## src/rtl/gpio_irq_pkg.sv

```systemverilog
package gpio_irq_pkg;
  localparam int STYLE_W       = 3;
  localparam int PINS_PER_BANK = 8;

  typedef enum logic [STYLE_W-1:0] {
    TRIG_LVL_HIGH = 3'd0,
    TRIG_LVL_LOW  = 3'd1,
    TRIG_RISE     = 3'd2,
    TRIG_FALL     = 3'd3,
    TRIG_BOTH     = 3'd4,
    TRIG_OFF      = 3'd7
  } trig_e;
endpackage

```

## src/rtl/gpio_rst_sync.sv

```systemverilog
module gpio_rst_sync (
  input  logic clk,
  input  logic rst_n,
  output logic rst_sync_n
);
  logic [1:0] stage_q;

  always_ff @(posedge clk or negedge rst_n) begin
    if (!rst_n) stage_q <= 2'b00;
    else        stage_q <= {stage_q[0], 1'b1};
  end

  assign rst_sync_n = stage_q[1];
endmodule

```

## src/rtl/gpio_in_sync.sv

```systemverilog
module gpio_in_sync #(
  parameter int WIDTH = 16
) (
  input  logic             clk,
  input  logic             rst_n,
  input  logic [WIDTH-1:0] raw_in,
  output logic [WIDTH-1:0] samp_q,
  output logic [WIDTH-1:0] prev_q
);
  logic [WIDTH-1:0] meta_q;

  // two flops for metastability, one more holding the previous sample
  always_ff @(posedge clk or negedge rst_n) begin
    if (!rst_n) begin
      meta_q <= '0;
      samp_q <= '0;
      prev_q <= '0;
    end else begin
      meta_q <= raw_in;
      samp_q <= meta_q;
      prev_q <= samp_q;
    end
  end
endmodule

```

## src/rtl/gpio_style_regs.sv

```systemverilog
module gpio_style_regs #(
  parameter int NUM_BANKS = 2,
  parameter int BANK_W    = 24,
  parameter int ADDR_W    = 2
) (
  input  logic                        clk,
  input  logic                        rst_n,
  input  logic                        we,
  input  logic [ADDR_W-1:0]           addr,
  input  logic [BANK_W-1:0]           wdata,
  output logic [NUM_BANKS*BANK_W-1:0] style_flat
);
  for (genvar b = 0; b < NUM_BANKS; b++) begin : g_bank
    logic              wr_en;
    logic [BANK_W-1:0] bank_d;
    logic [BANK_W-1:0] bank_q;

    always_comb begin
      wr_en  = we && (addr == ADDR_W'(b));
      bank_d = wdata;
    end

    // reset to all ones: every field at the detection-off code
    always_ff @(posedge clk or negedge rst_n) begin
      if (!rst_n)     bank_q <= '1;
      else if (wr_en) bank_q <= bank_d;
    end

    assign style_flat[b*BANK_W +: BANK_W] = bank_q;
  end
endmodule

```

## src/rtl/gpio_pin_detect.sv

```systemverilog
module gpio_pin_detect
  import gpio_irq_pkg::*;
(
  input  logic               clk,
  input  logic               rst_n,
  input  logic [STYLE_W-1:0] style,
  input  logic               samp,
  input  logic               prev,
  input  logic               clr,
  output logic               pend_q
);
  logic hit;
  logic pend_d;

  always_comb begin
    case (style)
      TRIG_LVL_HIGH: hit = samp;
      TRIG_LVL_LOW:  hit = ~samp;
      TRIG_RISE:     hit = samp & ~prev;
      TRIG_FALL:     hit = ~samp & prev;
      TRIG_BOTH:     hit = samp ^ prev;
      default:       hit = 1'b0;
    endcase
    // a new event outranks a same-cycle clear
    pend_d = hit | (pend_q & ~clr);
  end

  always_ff @(posedge clk or negedge rst_n) begin
    if (!rst_n) pend_q <= 1'b0;
    else        pend_q <= pend_d;
  end
endmodule

```

## src/rtl/gpio_irq_detect.sv

```systemverilog
module gpio_irq_detect
  import gpio_irq_pkg::*;
#(
  parameter int NUM_PINS      = 16,
  parameter int FIRST_IRQ_PIN = 6,
  parameter int ADDR_W        = 2,
  parameter int DATA_W        = 32
) (
  input  logic                clk,
  input  logic                rst_n,
  input  logic [NUM_PINS-1:0] pin_in,
  input  logic                reg_we,
  input  logic [ADDR_W-1:0]   reg_addr,
  input  logic [DATA_W-1:0]   reg_wdata,
  output logic [DATA_W-1:0]   reg_rdata,
  output logic [NUM_PINS-1:0] irq_out
);
  localparam int NUM_BANKS = (NUM_PINS + PINS_PER_BANK - 1) / PINS_PER_BANK;
  localparam int BANK_W    = PINS_PER_BANK * STYLE_W;
  localparam int ADDR_PEND = NUM_BANKS;

  logic                        rst_sync_n;
  logic [NUM_PINS-1:0]         samp_q;
  logic [NUM_PINS-1:0]         prev_q;
  logic [NUM_BANKS*BANK_W-1:0] style_flat;
  logic [NUM_PINS-1:0]         pend_q;
  logic                        clr_wr;
  logic [NUM_PINS-1:0]         clr_vec;
  logic                        sig_unused;

  gpio_rst_sync u_rst (
    .clk        (clk),
    .rst_n      (rst_n),
    .rst_sync_n (rst_sync_n)
  );

  gpio_in_sync #(.WIDTH(NUM_PINS)) u_sync (
    .clk    (clk),
    .rst_n  (rst_sync_n),
    .raw_in (pin_in),
    .samp_q (samp_q),
    .prev_q (prev_q)
  );

  gpio_style_regs #(
    .NUM_BANKS (NUM_BANKS),
    .BANK_W    (BANK_W),
    .ADDR_W    (ADDR_W)
  ) u_style (
    .clk        (clk),
    .rst_n      (rst_sync_n),
    .we         (reg_we),
    .addr       (reg_addr),
    .wdata      (reg_wdata[BANK_W-1:0]),
    .style_flat (style_flat)
  );

  assign clr_wr  = reg_we && (reg_addr == ADDR_W'(ADDR_PEND));
  assign clr_vec = {NUM_PINS{clr_wr}} & reg_wdata[NUM_PINS-1:0];

  for (genvar p = 0; p < NUM_PINS; p++) begin : g_pin
    if (p >= FIRST_IRQ_PIN) begin : g_det
      gpio_pin_detect u_det (
        .clk    (clk),
        .rst_n  (rst_sync_n),
        .style  (style_flat[p*STYLE_W +: STYLE_W]),
        .samp   (samp_q[p]),
        .prev   (prev_q[p]),
        .clr    (clr_vec[p]),
        .pend_q (pend_q[p])
      );
    end else begin : g_none
      assign pend_q[p] = 1'b0;
    end
  end

  assign irq_out = pend_q;

  always_comb begin
    reg_rdata = '0;
    if (reg_addr == ADDR_W'(ADDR_PEND)) begin
      reg_rdata[NUM_PINS-1:0] = pend_q;
    end else begin
      for (int b = 0; b < NUM_BANKS; b++) begin
        if (reg_addr == ADDR_W'(b)) reg_rdata[BANK_W-1:0] = style_flat[b*BANK_W +: BANK_W];
      end
    end
  end

  assign sig_unused = ^{reg_wdata[DATA_W-1:BANK_W], clr_vec[FIRST_IRQ_PIN-1:0],
                        samp_q[FIRST_IRQ_PIN-1:0], prev_q[FIRST_IRQ_PIN-1:0]};
endmodule

```

## config.mk

```make
export PLATFORM = sky130hd
export DESIGN_NAME = gpio_irq_detect
export DESIGN_NICKNAME = d
export VERILOG_FILES = /design/src/rtl/gpio_irq_pkg.sv /design/src/rtl/gpio_rst_sync.sv /design/src/rtl/gpio_in_sync.sv /design/src/rtl/gpio_style_regs.sv /design/src/rtl/gpio_pin_detect.sv /design/src/rtl/gpio_irq_detect.sv
export SDC_FILE = /design/constraint.sdc
export NUM_CORES = 1
export LEC_CHECK = 0
export BUFFER_PORTS_ARGS = -buffer_cell sky130_fd_sc_hd__buf_2
export CORE_MARGIN = 2
export CORE_UTILIZATION = 54
export CTS_CLUSTER_DIAMETER = 100
export DETAILED_ROUTE_END_ITERATION = 6
export GPL_ROUTABILITY_DRIVEN = 0
export PLACE_DENSITY = 0.78
export SLEW_MARGIN = 10
export SYNTH_ARGS = -nofsm -noshare
export SYNTH_HDL_FRONTEND = slang
export SYNTH_SLANG_ARGS = --single-unit
```

## constraint.sdc

```tcl
create_clock -name clk -period 3.1 [get_ports clk]
set_input_delay 0.31 -clock clk [delete_from_list [all_inputs] [get_ports clk]]
set_output_delay 0.31 -clock clk [all_outputs]
set_load 0.1 [all_outputs]
```

* Yosys cells after proc, flatten, opt, wreduce, memory -nomap -nowiden
Index checks and enable logic that the tools add are counted. W data, S select, Z words.
Cells by class: mux-type cells 14, reductions and logical operators 14, bitwise logic cells 81, equality and inequality tests 42
Operator list (number):
- $eq A3 B2 Y1 const B | 20
- $pmux W1 S5 | 10
- $mux W24 | 2
- $and A1 B1 Y1 | 30
- $eq A3 B1 Y1 const B | 10
- $eq A3 B3 Y1 const B | 10
- $logic_not A3 Y1 | 10
- $not A1 Y1 | 30
- $and A16 B16 Y16 | 1
- $mux W16 | 1
- $or A1 B1 Y1 | 10
- $xor A1 B1 Y1 | 10
- $mux W8 | 1
- $logic_and A1 B1 Y1 | 3
- $eq A2 B1 Y1 const B | 1
- $eq A2 B2 Y1 const B | 1
- $logic_not A2 Y1 | 1
Storage, ports and cells: output and inout port bits 48, input bits 53, bits in registers 108, word-level logic and storage cells 167

* Longest topological paths before layout
depth after elaboration 6, mapped depth 5, mapped depth without buffers 5

* Hierarchy
Synthesis repeated with hierarchy kept, for this count alone.
Second synthesis, totals: cells, all modules 356, area, all modules 4890.9 um^2
By module, submodules not included:
- gpio_style_regs | sequential area each 1261.2 um^2, instances 1, area an instance 1878.1 um^2, cells each 102
- gpio_in_sync | sequential area each 1201.2 um^2, instances 1, area an instance 1201.2 um^2, cells each 48
- gpio_pin_detect | sequential area each 25.0 um^2, instances 10, area an instance 110.1 um^2, cells each 12
- gpio_irq_detect | sequential area each 0.0 um^2, instances 1, area an instance 656.9 um^2, cells each 83
- gpio_rst_sync | sequential area each 50.0 um^2, instances 1, area an instance 53.8 um^2, cells each 3

* Worst setup path after synthesis
No wires, ideal clock.
path kind input to output, from in reg_addr[1], to out reg_rdata[10], setup slack -157 ps, cell stages on the path 4, data arrival time 2947 ps, required time 2790 ps, buffers on the path 2, cell sequence buf_4 -> buf_2 -> mux2i_1 -> o21ai_0
Between the ends: longest elaborated chain between the ends 4, elaborated cells between the ends (all ways) 6, those cells by class eq/ne: 2; mux: 3; reduce/logical: 1
RTL lines:
- start: declaration | RTL line gpio_irq_detect.sv:13 | input logic [ADDR_W-1:0] reg_addr,
- $logic_not A2 Y1 | RTL line gpio_irq_detect.sv:85 | if (reg_addr == ADDR_W'(b)) reg_rdata[BANK_W-1:0] = style_flat[b*BANK_W +: BANK_W];
- $mux W24 (2 in a row) | RTL line gpio_irq_detect.sv:85
- $mux W16 (*) | RTL line gpio_irq_detect.sv:81 | if (reg_addr == ADDR_W'(ADDR_PEND)) begin
- end: declaration | RTL line gpio_irq_detect.sv:15 | output logic [DATA_W-1:0] reg_rdata,
Mark *: on every way between the ends. The rest lies on a longest branch, timed or not.

* Final worst setup path
from in reg_addr[1], to out reg_rdata[6]
Same word-level chain as after synthesis.

==> results.json <==
{
  "track_usage_pct": 20.3,
  "pwr_density_cell_nw_per_um2": 697,
  "cts_setup_buffers": 0,
  "period_minus_slack_ps": 2220,
  "start_util_pct": 55.2,
  "reg2reg_to": "g_pin[15].g_det.u_det.pend_q",
  "clock_path_buffers": 2,
  "ioPinCount": 101,
  "slew_headroom_pct": 30.3,
  "routed_wl_mm": 8.55,
  "power.leakage_nw": 2.42,
  "port_buffers": 72,
  "grt_max_degree": 86,
  "finalSetupViolCount": 0,
  "p_switching_mw": 1.37,
  "hold_viol_final": 0,
  "setup_tns_ps": 0,
  "irDropWorstVdd_uv": 361,
  "p_comb_share_pct": 32.1,
  "syn2layout_area_growth_pct": 10.7,
  "grt_antenna_before_repair": 0,
  "min_from": "pin_in[7]",
  "drtAntennaViolNets": 0,
  "synth.distinct_cells": 30,
  "grt_pass1_wl_mm": 13.9,
  "coreArea_um2": 8180,
  "via_count": 2811,
  "ctsResizeCount": 0,
  "synthesis.area_um2": 4510,
  "crit_required_ps": 2790,
  "min_path_cells": 1,
  "intPower_mw": 2.11,
  "critPathLaunchType": "primary input",
  "die-area_um2": 9100,
  "dr.pass1.iters": 4,
  "die_h_um": 95.4,
  "viasPerCell": 5.26,
  "dpl.hpwl_mm": 5.79,
  "clock-sinks": 90,
  "clock_latency_ps": 350,
  "switching_share_pct": 39.4,
  "ff2ff_setup_slack_ps": 1740,
  "synth.top_cell.area_share_pct": 28.0,
  "max_freq_mhz": 450,
  "drive_gt1_share_pct": 44.1,
  "sequentialPowerShare_pct": 46.2,
  "layout_setup_ws_ps": 875,
  "drt_iter0_markers": 98,
  "die_w_um": 95.4,
  "clk_pin_slew_ps": 80,
  "critPathMaxFanout": 36,
  "min_path_type": "in2reg",
  "max_stage_delay_ps": 690,
  "p_clk_share_pct": 21.7,
  "r2r-start": "u_style.g_bank[1].bank_q[22]",
  "slowest_stage": "buf_2",
  "ys_ff_latch": 90,
  "cp_cell_sequence": "buf_2 > mux2i_1 > o21ai_0 > buf_2",
  "layout_commonest_cell": "buf_2",
  "tightest_slew_ps": 1040,
  "dp_slack_ps": 849,
  "yosys.area.top_type": "dfstp_2",
  "rr_worst_depth": 3,
  "clock-skew-final_ps": 8.92,
  "min_to": "u_sync.meta_q[7]",
  "arrival_ps": 1910,
  "yosys_warnings": 0,
  "htreeDepth": 3,
  "critical_path_class": "in2out",
  "synth_cells": 362,
  "crit_path_frequent_cell": "buf_2",
  "cap_violations": 0,
  "critPathLaunch": "reg_addr[1]",
  "mostFrequentLayoutCells": "72 x buf_2, 48 x dfstp_2, 41 x dfrtp_1",
  "cts_hold_buf": 1,
  "drc_errors": 0,
  "antenna_cells": 0,
  "yosysSeqAreaShare_pct": 51.3,
  "overflow": 0,
  "syn_avg_cell_area_um2": 12.5,
  "final-max-slew-violation-count": 0,
  "wire_per_inst_um": 16.0,
  "synth_area_leaders": "dfstp_2 28%, dfrtp_1 23%, mux2i_1 7.8%, mux2_2 7.2%, mux2_4 6.7%",
  "nets": 497,
  "fin_crit_sh_pct": 71.8,
  "status": "finished, final reports clean",
  "cts_tree": "done",
  "numCtsBuffers": 9,
  "end_kind": "output port",
  "fp-row-count": 33,
  "rsz0062_at_grt": "no",
  "grt_pass1_vias": 2916,
  "root_buffer": "clkbuf_8"
}
-- worst max-delay path by stage --
stage / to / slack [ps] / cells after the start
2_1_floorplan: reg_rdata[15] / 10 / 3
3_3_place_gp: reg_rdata[6] / 870 / 4
3_5_place_dp: reg_rdata[6] / 850 / 4
4_1_cts: reg_rdata[6] / 840 / 4
5_1_grt: reg_rdata[6] / 720 / 4
6_report: reg_rdata[6] / 880 / 4
-- layout make-up --
| type | instances | area (um2) |
|---|---|---|
| Fill cell | 698 | 3180 |
| Sequential cell | 90 | 2320 |
| Multi-Input combinational cell | 220 | 1880 |
| Timing Repair Buffer | 75 | 385 |
| Clock buffer | 12 | 135 |
| Tap cell | 105 | 131 |
| Inverter | 28 | 105 |
| Clock inverter | 4 | 45.0 |
-- cell usage after synthesis --
cell / n
xor2_1: 8
nor2b_4: 1
inv_1: 28
o211ai_1: 6
nand2_1: 20
dfstp_2: 48
conb_1: 2
o21a_1: 1
mux2_2: 29
nor2_1: 18
nand2b_4: 1
o2111ai_1: 1
a211o_1: 1
o311ai_0: 7
o221ai_1: 2
clkbuf_1: 2
mux2_4: 20
buf_4: 28
o21ai_0: 26
ha_1: 20
nand3_1: 1
buf_2: 5
nand2_4: 1
mux2i_1: 35
nand2b_1: 3
nor2_8: 1
nor4b_1: 1
dfrtp_1: 42
buf_6: 2
a21oi_1: 2
-- per-layer routing --
layer | GRT usage [%] | share of wire [%] | vias to the layer above
li1 | - | - | 1312
met1 | 24.7 | 43 | 1430
met2 | 35.2 | 52 | 61
met3 | 5.30 | 3.9 | 8
met4 | 6.31 | 1.1 | 0
met5 | 0 | 0 | -
-- per-stage QoR --
stage          util, %  hold WS, ps  cell area (um2)  cells  power [mW]
4_1_cts           61.1         41.9             4990    534        3.51
6_report          61.1         61.1             4990    534        3.48
3_3_place_gp      58.8         94.6             4800    517        2.70
3_5_place_dp      58.8         96.9             4800    517        2.75
5_1_grt           61.1         28.8             4990    534        3.65
2_1_floorplan        -         14.4             4560    375        2.58
-- flip-flops by register name (all words and copies together), names as in the netlist --
signal	cells
g_pin.g_det.u_det.pend_q	10
u_style.g_bank.bank_q	48
u_sync.meta_q	10
u_sync.prev_q	10
u_sync.samp_q	10
u_rst.stage_q	2
-- critical path, delay by kind of cell --
family,cells,cell delay (ps)
buf+inv,2,1170
compound gates,1,250
mux,1,170
-- cells by family after synthesis --
kind of cell    Yosys count  share of synthesized area, %
flops                    90                          51.3
mux                      84                          21.7
buf+inv                  65                          8.21
simple gates             47                          5.19
compound gates           46                          6.41
fa+ha+maj                20                          5.55
xor+xnor                  8                          1.55
other cells               2                         0.166
-- power by group through the flow --
stage,sequential [mW],combinational [mW],clock [mW]
final,1.61,1.12,0.756
after floorplan,1.57,1.01,0
after CTS,1.61,1.12,0.780
after global placement,1.61,1.09,0
after global routing,1.64,1.18,0.833
after detailed placement,1.63,1.12,0
No activity file was read; power rests on OpenSTA's default activity.
